<file path="config.mk">
export PLATFORM = sky130hd
export DESIGN_NAME = tmr_shared_pre
export DESIGN_NICKNAME = d
export VERILOG_FILES = /design/src/rtl/tsp_pkg.sv /design/src/rtl/tsp_pin_edge.sv /design/src/rtl/tsp_prescale.sv /design/src/rtl/tsp_count_core.sv /design/src/rtl/tmr_shared_pre.sv
export SDC_FILE = /design/constraint.sdc
export NUM_CORES = 1
export LEC_CHECK = 0
export BUFFER_PORTS_ARGS = -buffer_cell sky130_fd_sc_hd__buf_2
export CAP_MARGIN = 40
export CORE_UTILIZATION = 50
export CTS_BUF_LIST = sky130_fd_sc_hd__clkbuf_16
export DETAILED_ROUTE_END_ITERATION = 8
export PLACE_DENSITY = 0.73
export SLEW_MARGIN = 30
export SYNTH_ARGS = -nofsm -noshare
export SYNTH_HDL_FRONTEND = slang
export SYNTH_HIERARCHICAL = 1
export SYNTH_SLANG_ARGS = --single-unit
</file>
<file path="constraint.sdc">
create_clock -name clk -period 2.85 [get_ports clk]
set_clock_uncertainty 0.05 [all_clocks]
set_input_delay 0.4275 -clock clk [delete_from_list [all_inputs] [get_ports clk]]
set_output_delay 0.4275 -clock clk [all_outputs]
set_load 0.05 [all_outputs]
</file>
<file path="src/rtl/tsp_pkg.sv">
package tsp_pkg;

    // Increment gate after a host write
    typedef enum logic [1:0] {
        GATE_OPEN   = 2'd0,
        GATE_HOLD_A = 2'd1,
        GATE_HOLD_B = 2'd2
    } gate_t;

    // Static configuration word
    typedef struct packed {
        logic src_pin;
        logic fall_edge;
        logic pre_to_wdt;
    } ctl_t;

endpackage

</file>
<file path="src/rtl/tsp_pin_edge.sv">
module tsp_pin_edge #(
    parameter int PIN_STAGES = 2
) (
    input  logic clk,
    input  logic rst_n,
    input  logic cyc_en,
    input  logic ext_pin,
    input  logic src_pin,
    input  logic fall_edge,
    output logic src_ev
);
    logic [PIN_STAGES-1:0] pin_sh;
    logic newer, older, rise, fall;

    always_ff @(posedge clk or negedge rst_n) begin
        if (!rst_n) begin
            pin_sh <= '0;
        end else if (cyc_en) begin
            pin_sh <= {pin_sh[PIN_STAGES-2:0], ext_pin};
        end
    end

    always_comb begin
        newer = pin_sh[PIN_STAGES-2];
        older = pin_sh[PIN_STAGES-1];
        rise  = newer & ~older;
        fall  = ~newer & older;
        if (src_pin) begin
            src_ev = fall_edge ? fall : rise;
        end else begin
            src_ev = 1'b1;
        end
    end


    pin_hold_chk: assert property (@(posedge clk) disable iff (!rst_n)
        !cyc_en |=> $stable(pin_sh));

endmodule

</file>
<file path="src/rtl/tsp_prescale.sv">
module tsp_prescale #(
    parameter int RATE_W = 3
) (
    input  logic              clk,
    input  logic              rst_n,
    input  logic              cyc_en,
    input  logic              src_ev,
    input  logic              pre_to_wdt,
    input  logic [RATE_W-1:0] rate,
    input  logic              wr_en,
    output logic              cnt_ev,
    output logic              wdt_tick
);
    localparam int PRE_W = 1 << RATE_W;
    localparam logic [PRE_W-1:0] ALL_ONE = '1;

    logic [PRE_W-1:0] pre_q, pre_d, term;
    logic             asg_q, chg, tick_in, at_term, adv, clr;

    always_comb begin
        term    = ALL_ONE >> (~rate);
        chg     = (pre_to_wdt != asg_q);
        tick_in = pre_to_wdt ? 1'b1 : src_ev;
        at_term = (pre_q >= term);
        adv     = cyc_en && tick_in && !chg;
        clr     = chg || (wr_en && !pre_to_wdt);
        if (clr) begin
            pre_d = '0;
        end else if (adv) begin
            pre_d = at_term ? '0 : pre_q + PRE_W'(1);
        end else begin
            pre_d = pre_q;
        end
        if (pre_to_wdt) begin
            cnt_ev = src_ev;
        end else begin
            cnt_ev = src_ev && at_term && !chg;
        end
    end

    always_ff @(posedge clk or negedge rst_n) begin
        if (!rst_n) begin
            pre_q    <= '0;
            asg_q    <= 1'b1;
            wdt_tick <= 1'b0;
        end else begin
            pre_q    <= pre_d;
            asg_q    <= pre_to_wdt;
            wdt_tick <= cyc_en && pre_to_wdt && !chg && at_term;
        end
    end


    wdt_route_chk: assert property (@(posedge clk) disable iff (!rst_n)
        wdt_tick |-> $past(pre_to_wdt));


    assign_clear_chk: assert property (@(posedge clk) disable iff (!rst_n)
        (pre_to_wdt != asg_q) |=> (pre_q == '0));

endmodule

</file>
<file path="src/rtl/tsp_count_core.sv">
module tsp_count_core
    import tsp_pkg::*;
#(
    parameter int CNT_W       = 8,
    parameter int SYNC_STAGES = 2
) (
    input  logic             clk,
    input  logic             rst_n,
    input  logic             cyc_en,
    input  logic             cnt_ev,
    input  logic             wr_en,
    input  logic [CNT_W-1:0] wr_data,
    output logic [CNT_W-1:0] cnt_q,
    output logic             ovf_pulse
);
    logic [SYNC_STAGES-1:0] sp;
    logic                   sync_out, gate_open, inc, wrap;
    gate_t                  st, st_nx;

    generate
        if (SYNC_STAGES == 1) begin : g_one
            always_ff @(posedge clk or negedge rst_n) begin
                if (!rst_n)      sp <= '0;
                else if (cyc_en) sp <= cnt_ev;
            end
        end else begin : g_many
            always_ff @(posedge clk or negedge rst_n) begin
                if (!rst_n)      sp <= '0;
                else if (cyc_en) sp <= {sp[SYNC_STAGES-2:0], cnt_ev};
            end
        end
    endgenerate

    assign sync_out = sp[SYNC_STAGES-1];

    // Gate state register
    always_ff @(posedge clk or negedge rst_n) begin
        if (!rst_n) st <= GATE_OPEN;
        else        st <= st_nx;
    end

    // Gate next state
    always_comb begin
        st_nx = st;
        if (wr_en) begin
            st_nx = GATE_HOLD_A;
        end else if (cyc_en) begin
            unique case (st)
                GATE_OPEN:   st_nx = GATE_OPEN;
                GATE_HOLD_A: st_nx = GATE_HOLD_B;
                GATE_HOLD_B: st_nx = GATE_OPEN;
                default:     st_nx = GATE_OPEN;
            endcase
        end
    end

    // Gate outputs
    always_comb begin
        unique case (st)
            GATE_OPEN:   gate_open = 1'b1;
            GATE_HOLD_A: gate_open = 1'b0;
            GATE_HOLD_B: gate_open = 1'b0;
            default:     gate_open = 1'b0;
        endcase
        inc  = cyc_en && sync_out && gate_open && !wr_en;
        wrap = inc && (cnt_q == '1);
    end

    always_ff @(posedge clk or negedge rst_n) begin
        if (!rst_n) begin
            cnt_q     <= '0;
            ovf_pulse <= 1'b0;
        end else begin
            if (wr_en)    cnt_q <= wr_data;
            else if (inc) cnt_q <= cnt_q + CNT_W'(1);
            ovf_pulse <= wrap;
        end
    end


    write_load_chk: assert property (@(posedge clk) disable iff (!rst_n)
        wr_en |=> (cnt_q == $past(wr_data)));


    hold_off_chk: assert property (@(posedge clk) disable iff (!rst_n)
        (st != GATE_OPEN && !wr_en) |=> (cnt_q == $past(cnt_q)));


    idle_cycle_chk: assert property (@(posedge clk) disable iff (!rst_n)
        (!cyc_en && !wr_en) |=> $stable(cnt_q));


    ovf_wrap_chk: assert property (@(posedge clk) disable iff (!rst_n)
        ovf_pulse |-> (cnt_q == '0 && $past(cnt_q) == '1));


    ovf_single_chk: assert property (@(posedge clk) disable iff (!rst_n)
        ovf_pulse |=> !ovf_pulse);

endmodule

</file>
<file path="src/rtl/tmr_shared_pre.sv">
module tmr_shared_pre
    import tsp_pkg::*;
#(
    parameter int CNT_W       = 8,
    parameter int RATE_W      = 3,
    parameter int PIN_STAGES  = 2,
    parameter int SYNC_STAGES = 2
) (
    input  logic              clk,
    input  logic              rst_n,
    input  logic              cyc_en,
    input  logic              cfg_src_pin,
    input  logic              cfg_fall_edge,
    input  logic              cfg_pre_to_wdt,
    input  logic [RATE_W-1:0] cfg_rate,
    input  logic              wr_en,
    input  logic [CNT_W-1:0]  wr_data,
    output logic [CNT_W-1:0]  rd_data,
    input  logic              ext_pin,
    output logic              ovf_pulse,
    output logic              wdt_tick
);
    ctl_t ctl;
    logic src_ev, cnt_ev;

    assign ctl = '{src_pin: cfg_src_pin, fall_edge: cfg_fall_edge,
                   pre_to_wdt: cfg_pre_to_wdt};

    tsp_pin_edge #(.PIN_STAGES(PIN_STAGES)) u_edge (
        .clk(clk), .rst_n(rst_n), .cyc_en(cyc_en), .ext_pin(ext_pin),
        .src_pin(ctl.src_pin), .fall_edge(ctl.fall_edge), .src_ev(src_ev)
    );

    tsp_prescale #(.RATE_W(RATE_W)) u_pre (
        .clk(clk), .rst_n(rst_n), .cyc_en(cyc_en), .src_ev(src_ev),
        .pre_to_wdt(ctl.pre_to_wdt), .rate(cfg_rate), .wr_en(wr_en),
        .cnt_ev(cnt_ev), .wdt_tick(wdt_tick)
    );

    tsp_count_core #(.CNT_W(CNT_W), .SYNC_STAGES(SYNC_STAGES)) u_core (
        .clk(clk), .rst_n(rst_n), .cyc_en(cyc_en), .cnt_ev(cnt_ev),
        .wr_en(wr_en), .wr_data(wr_data), .cnt_q(rd_data),
        .ovf_pulse(ovf_pulse)
    );

endmodule

</file>
==> metrics.yaml, run 1 <==
status: "finished, final reports clean"
gp_congestion: 0.864
seqCellArea_um2: 627
postCtsSetupBuffers: 0
grt_first_pass_wirelength_mm: 5.27
maxCapViolCount: 0
post-route-drc-count: 0
ys_seq_elements: 25
yosys.area.top_type: "dfrtp_1"
rsz0062_at_grt: "no"
vias: 1279
ys_top_cells_by_area: "dfrtp_1 41%, ha_1 7.7%, nand3_1 4.4%, nand2_1 4.1%, mux2_2 3.1%"
final.setup.tns_ns: 0
r2r_cells: 7
synth_compound_area_frac: 0.180
synth_nets: 178
std_cell_rows: 19
synthCells: 150
grt_max_degree: 26
insertion_delay_ns: 0.26
numCtsBuffers: 3
drt.antenna.violating_nets: 0
place_area_um2: 1630
relSlewSlack: 0.640
synth_xor_area_frac: 0.00596
yosys-top-cells-count: "24 x dfrtp_1, 16 x nand2_1, 13 x nand3_1"
synth_fa_ha_area_frac: 0.0766
power.density_nw_per_um2: 505
grt_overflow_total: 0
synth.most_common_cell: "dfrtp_1"
nets: 207
clockBufferDepth: 2
ys_seq_area_frac: 0.426
synth-main-ff-cell: "dfrtp_1"
end_kind: "flop"
hp-class: "input pin to async pin"
dieArea_um2: 3160
wl_per_cell_um: 14.7
grt_pass1_vias: 1217
grt_usage: 0.210
cts.sinks: 25
power_leakage_nw: 0.781
setup-violations-final: 0
cts_resized: 0
arrival_ns: 2.30
worstSetupPathType: "flop to flop"
synth_cell_types: 41
fin_crit_ns: 2.21
port_buffers: 28
drive_above_1_share: 0.247
reg2reg_slack_ns: 0.64
postSynthAreaPerCell_um2: 9.80
r2r-start: "u_pre/pre_q[5]"
multiInputGateArea_um2: 810
area_delta_synth_final_pct: 16.5
startpoint_type: "flop"
slew_viol_final: 0
whs_ns: 0.0976
synth_top_area_frac: 0.409
ys.warnings.count: 6
core_area_um2: 2780
die_w_um: 56.2
synth_top_family_by_area: "simple AND/OR/NAND/NOR gates"
firstDrtPassIters: 5
worstMarginPinSlew_ns: 0.540
fmax_ghz: 0.453
antenna_found_initial: 0
dp_hpwl_mm: 2.22
netlist_area_um2: 1470
final_area_um2: 1710
initial_core_util: 0.529
fin_crit_sh: 0.775
io_pins: 29
htree_levels: 1
clock-root-buffer: "clkbuf_16"
synthMuxAreaShare: 0.0519
finalHoldViolCount: 0
finalPower_mw: 0.865
dp.cells: 205
cp_max_fo: 8
drt_wl_total_mm: 3.06
synth-edff-count: 0
clk_pin_slew_ns: 0.07
required_ns: 2.94
fin_cells: 209
ir_drop_mv: 0.349
nFillCells: 240
insertedDiodeCount: 0
avgViaCountPerCell: 6.12
yosys.area_share.simple: 0.237
die_y_um: 56.2
cts_tree: "done"
cts_hold_buf: 0
drtIter0Drc: 55
r2r-end: "u_core/sp[0]"
synth-async-reset-ratio: 1.00
[worst max-delay path by stage]
stage | from | to | slack [ns] | cells after the start
global route | u_pre/pre_q[3] | u_core/sp[0] | 0.47 | 7
detailed placement | cfg_rate[1] | u_core/sp[0] | 0.42 | 9
floorplan | cfg_rate[1] | u_core/sp[0] | 0.73 | 8
global placement | cfg_rate[1] | u_core/sp[0] | 0.47 | 9
CTS | u_pre/pre_q[3] | u_core/sp[0] | 0.64 | 7
finish | u_pre/pre_q[5] | u_core/sp[0] | 0.64 | 7
[metrics by stage]
stage	worst slack (ns)	util
floorplan	0.728	-
global placement	0.466	0.586
detailed placement	0.419	0.586
CTS	0.643	0.616
global route	0.474	0.616
finish	0.641	0.616
[state kept, by name (all words and copies together) (netlist names)]
signal,count
u_core/st,2
u_pre/asg_q,1
u_pre/pre_q,8
u_core/ovf_pulse,1
u_core/sp,2
u_edge/pin_sh,2
u_pre/wdt_tick,1
u_core/cnt_q,8
[cells by family (layout without fill, tap and decap cells)]
group	after synthesis	after routing
and+or+nand+nor	63	63
AOI/OAI and AO/OA	37	37
DFF	25	25
adders and majority gates	9	9
buffers and inverters	8	36
muxes	7	7
xor gates and xnor gates	1	1
[routing by layer]
metal	vias to the layer above	GRT usage	share of wire
met4	0	0.0592	0.0046
met3	2	0.0349	0.032
met2	27	0.344	0.50
li1	627	-	-
met5	-	0	0
met1	623	0.289	0.46
[layout make-up]
class	instances	share of cell area
inverter	4	0.00877
tap	31	0.0226
clock buffer	3	0.0438
sequential	25	0.366
multi-input combinational	117	0.473
clock inverter	1	0.00438
timing repair buffer	28	0.0818
[critical path: stages, from the launching register on]
cell	delay, ns
dfrtp_1	0.43
ha_1	0.35
a211oi_2	0.21
nor2_1	0.12
a211oi_4	0.44
nor2_1	0.08
o21a_1	0.17
mux2_2	0.26
[placed cells by master, fill, tap and decap left out, types with 2 or more instances in the layout]
cell type | synthesis | final
or4_1 | 6 | 6
o21ai_0 | 7 | 7
ha_1 | 9 | 9
o211ai_1 | 3 | 3
mux2_2 | 4 | 4
nand2_1 | 16 | 16
mux2i_1 | 2 | 2
dfrtp_1 | 24 | 24
nor3_1 | 4 | 4
inv_1 | 4 | 4
buf_2 | 0 | 28
nor2_1 | 9 | 9
o32ai_1 | 2 | 2
and3_1 | 5 | 5
o21a_1 | 2 | 2
nand3_1 | 13 | 13
clkbuf_16 | 0 | 3
a21oi_1 | 8 | 8
o31ai_1 | 3 | 3
a31oi_1 | 3 | 3
nor4_1 | 2 | 2
[report_power, final]
part	total [mW]	switching (mW)	leakage (nW)	internal [mW]
registers	0.402	0.0236	0.316	0.378
logic	0.148	0.0989	0.428	0.0494
clock network	0.315	0.125	0.0371	0.190
total	0.865	0.247	0.781	0.618
Power figures use the tool's default switching activity.
==> run 2: changes to the inputs <==
- clock period: 2.85 -> 2.2 ns (I/O delays scaled with it)
==> metrics.yaml, run 2 (synthesis results as in run 1) <==
grt_first_pass_wirelength_mm: 5.15
fin_crit_sh: 0.924
drive_above_1_share: 0.261
drt.antenna.violating_nets: 0
htree_levels: 1
post-route-drc-count: 0
r2r-start: "u_pre/pre_q[3]"
ir_drop_mv: 0.541
nets: 209
status: "finished, final reports clean"
required_ns: 2.30
maxCapViolCount: 0
core_area_um2: 2780
firstDrtPassIters: 4
clockBufferDepth: 2
fmax_ghz: 0.492
cts_tree: "done"
clk_pin_slew_ns: 0.06
rsz0062_at_grt: "no"
relSlewSlack: 0.628
die_w_um: 56.2
clkPwrFrac: 0.355
wl_per_cell_um: 14.0
worstMarginPinSlew_ns: 0.558
nFillCells: 245
hp-class: "input pin to async pin"
port_buffers: 28
worstSetupPathType: "flop to flop"
insertion_delay_ns: 0.26
initial_core_util: 0.529
fin_crit_ns: 2.03
switching_power_mw: 0.307
grt_pass1_vias: 1207
drt_wl_total_mm: 2.95
area_delta_synth_final_pct: 18.6
path_buf_inv: 1
reg2reg_slack_ns: 0.17
top_regs: "u_core/cnt_q: 8 flops, u_pre/pre_q: 8 flops"
cp_max_fo: 7
finalHoldViolCount: 0
post-place-ws_ns: -0.0129
path_cells: "ha_1, a21oi_1, o21ai_2, a211oi_4, buf_6, nand3_4, o32ai_2"
dp_hpwl_mm: 2.19
dieArea_um2: 3160
vias: 1267
startpoint_type: "flop"
gp_congestion: 0.865
power_leakage_nw: 0.802
layout_common_cells: "28 x buf_2, 24 x dfrtp_1, 16 x nand2_1, 13 x nand3_1"
cts_hold_buf: 0
insertedDiodeCount: 0
fin_cells: 211
r2r_cells: 7
clock-root-buffer: "clkbuf_16"
cts.sinks: 25
avgViaCountPerCell: 6.00
antenna_found_initial: 0
pwr-share-seq: 0.470
slew_viol_final: 0
std_cell_rows: 19
setup-violations-final: 0
p_comb_frac: 0.175
cts_resized: 0
cp_slowest_cell: "dfrtp_1"
cp_slowest_stage_delay_ns: 0.43
switching_share: 0.278
critical_path.top_delay_family: "compound AO/OA/AOI/OAI gates"
drtIter0Drc: 24
die_y_um: 56.2
numCtsBuffers: 3
place_area_um2: 1650
grt_usage: 0.209
final_common_cell: "buf_2"
arrival_ns: 2.14
cp_num_cells: 7
end_kind: "flop"
io_pins: 29
grt_max_degree: 26
r2r-end: "u_pre/pre_q[5]"
setup_ws_ns: 0.168
grt_overflow_total: 0
internal_power_mw: 0.798
dp.cells: 207
final_area_um2: 1740
power.density_nw_per_um2: 634
postCtsSetupBuffers: 0
## run 2: cell types whose count changed in the layout (fill, tap and decap cells not counted), sizes merged
cell      previous run  this run
buf                 28        30
inv                  4         5
clkinvlp             1         0
## run 2: metrics by stage
stage	TNS, ns	power, mW	hold WS (ns)	utilization
after floorplan	0	0.654	-0.0156	-
after global placement	0	0.714	0.298	0.592
after detailed placement	-0.0129	0.722	0.308	0.592
after CTS	0	1.12	0.0287	0.620
after global routing	0	1.16	0.0549	0.627
final	0	1.10	0.00904	0.627
## run 2: per-layer routing
metal	GRT usage	wire, µm	vias up
met3	0.0395	141	7
met1	0.289	1390	588
met2	0.323	1370	41
met5	0	0	-
met4	0.0836	51	0
li1	-	-	631
## run 2: layout make-up
class                      instances  area [µm²]  area share
tap                               31        38.8      0.0223
timing repair buffer              30         159      0.0912
multi-input combinational        117         825       0.473
sequential                        25         627       0.360
clock inverter                     1        3.75     0.00215
inverter                           4        15.0     0.00861
clock buffer                       3        75.1      0.0431
## run 2: worst max-delay path by stage
stage / start / to / slack [ns]
floorplan: cfg_rate[1] / u_core/sp[0] / 0.18
global placement: cfg_rate[1] / u_pre/pre_q[3] / 0.13
detailed placement: cfg_rate[1] / u_pre/pre_q[5] / -0.01
CTS: u_pre/pre_q[3] / u_pre/pre_q[5] / 0.12
global route: u_pre/pre_q[3] / u_pre/pre_q[4] / 0.01
finish: u_pre/pre_q[3] / u_pre/pre_q[5] / 0.17
## run 2: power by group through the flow
| stage | Clock, mW | Sequential (mW) | Combinational [mW] |
|---|---|---|---|
| floorplan | 0 | 0.571 | 0.0829 |
| global placement | 0 | 0.525 | 0.189 |
| detailed placement | 0 | 0.527 | 0.194 |
| CTS | 0.406 | 0.519 | 0.195 |
| global route | 0.423 | 0.524 | 0.214 |
| finish | 0.392 | 0.519 | 0.194 |
==> run 3: changes to the inputs <==
- CTS_BUF_LIST: sky130_fd_sc_hd__clkbuf_16 -> unset
==> metrics.yaml, run 3 (synthesis results as in run 1) <==
power.density_nw_per_um2: 539
setup.worst_path.start: "u_pre/pre_q[3]"
cp_max_fo: 7
antenna_found_initial: 0
avgViaCountPerCell: 5.95
grt_pass1_vias: 1210
fin_crit_ns: 2.08
drtIter0Drc: 29
die_w_um: 56.2
initial_core_util: 0.529
relSlewSlack: 0.629
place_area_um2: 1650
die_y_um: 56.2
reg2reg_slack_ns: 0.12
fmax_ghz: 0.481
post-route-drc-count: 0
cts.sinks: 25
io_pins: 29
setup-violations-final: 0
drt.antenna.violating_nets: 0
final_common_cell: "buf_2"
p_comb_frac: 0.212
final_area_um2: 1700
r2r-end: "u_pre/pre_q[4]"
arrival_ns: 2.24
finalHoldViolCount: 0
ir_drop_mv: 0.388
cp_slowest_cell: "dfrtp_2"
grt_overflow_total: 0
end_kind: "flop"
vias: 1262
drive_above_1_share: 0.265
slew_viol_final: 0
path_cells: "ha_1, a21oi_1, o21ai_2, a211oi_4, buf_6, nor2_2, nor4_2"
core_area_um2: 2780
fin_cells: 212
nets: 210
startpoint_type: "flop"
port_buffers: 28
layout_common_cells: "28 x buf_2, 23 x dfrtp_1, 16 x nand2_1, 13 x nand3_1"
std_cell_rows: 19
grt_max_degree: 26
r2r-start: "u_pre/pre_q[3]"
status: "finished, final reports clean"
final.setup.tns_ns: 0
insertion_delay_ns: 0.31
whs_path_depth: 1
drt_wl_total_mm: 2.94
clock-root-buffer: "clkbuf_4"
clockBufferDepth: 2
internal_power_mw: 0.627
top_regs: "u_core/cnt_q: 8 flops, u_pre/pre_q: 8 flops"
hold-path-endpoint: "u_pre/asg_q"
dp.cells: 207
insertedDiodeCount: 0
rsz0062_at_grt: "no"
worstMarginPinSlew_ns: 0.556
postCtsSetupBuffers: 0
htree_levels: 1
whs_ns: 0.114
clkPwrFrac: 0.221
maxCapViolCount: 0
switching_power_mw: 0.290
hp-class: "input pin to flop"
cp_num_cells: 7
power_leakage_nw: 0.774
gp_congestion: 0.865
path_buf_inv: 1
grt_first_pass_wirelength_mm: 5.13
grt_usage: 0.203
switching_share: 0.316
setup_ws_ns: 0.122
critical_path.top_delay_family: "compound AO/OA/AOI/OAI gates"
wl_per_cell_um: 13.9
clk_pin_slew_ns: 0.13
dp_hpwl_mm: 2.19
pwr-share-seq: 0.566
area_delta_synth_final_pct: 15.7
dieArea_um2: 3160
min_from: "cfg_pre_to_wdt"
firstDrtPassIters: 4
cp_slowest_stage_delay_ns: 0.46
post-place-ws_ns: -0.0129
r2r_cells: 7
cts_tree: "done"
worstSetupPathType: "flop to flop"
nFillCells: 257
required_ns: 2.36
numCtsBuffers: 3
fin_crit_sh: 0.944
==> run 3: cell type report <==
class                   count  area (µm²)  share of cell area
inverters                   4        15.0             0.00883
flip-flops and latches     25         628               0.369
well taps                  31        38.8              0.0228
repair buffers             31         169              0.0993
multi-input cells         117         823               0.484
clock buffers               4        26.3              0.0155
==> run 3: routing by layer <==
metal | GRT usage | share of wire | up-vias
li1 | - | - | 631
met1 | 0.284 | 0.49 | 601
met2 | 0.328 | 0.46 | 24
met3 | 0.0302 | 0.036 | 6
met4 | 0.0557 | 0.016 | 0
met5 | 0 | 0 | -
==> run 3: power groups by stage <==
stage / Sequential, mW / Clock [mW] / Combinational [mW]
finish: 0.519 / 0.203 / 0.195
detailed placement: 0.527 / 0 / 0.194
CTS: 0.519 / 0.214 / 0.196
global placement: 0.525 / 0 / 0.189
global route: 0.524 / 0.229 / 0.215
floorplan: 0.571 / 0 / 0.0829
==> run 3: per-stage QoR <==
step,power [mW],utilization
finish,0.916,0.611
global route,0.968,0.611
CTS,0.929,0.605
detailed placement,0.722,0.592
global placement,0.714,0.592
floorplan,0.654,-
==> run 3: repair_timing <==
| action | 4_1_cts | 5_1_grt |
|---|---|---|
| endpoints found under the setup margin | 0 | 3 |
| resized for setup | 0 | 4 |
| hold endpoints to repair | 24 | 0 |
| hold buffers | 1 | 0 |
==> run 3: worst register-to-register path, delay by kind of cell, from the launching register on <==
kind | cells | cell delay, ns
AOI/OAI and AO/OA | 3 | 0.58
DFF | 1 | 0.46
and+or+nand+nor | 2 | 0.38
adders and majority gates | 1 | 0.32
buffers and inverters | 1 | 0.18
==> run 3: worst max path at each step <==
stage	endpoint
global route	u_pre/pre_q[6]
CTS	u_pre/pre_q[5]
global placement	u_pre/pre_q[3]
detailed placement	u_pre/pre_q[5]
finish	u_pre/pre_q[4]
floorplan	u_core/sp[0]
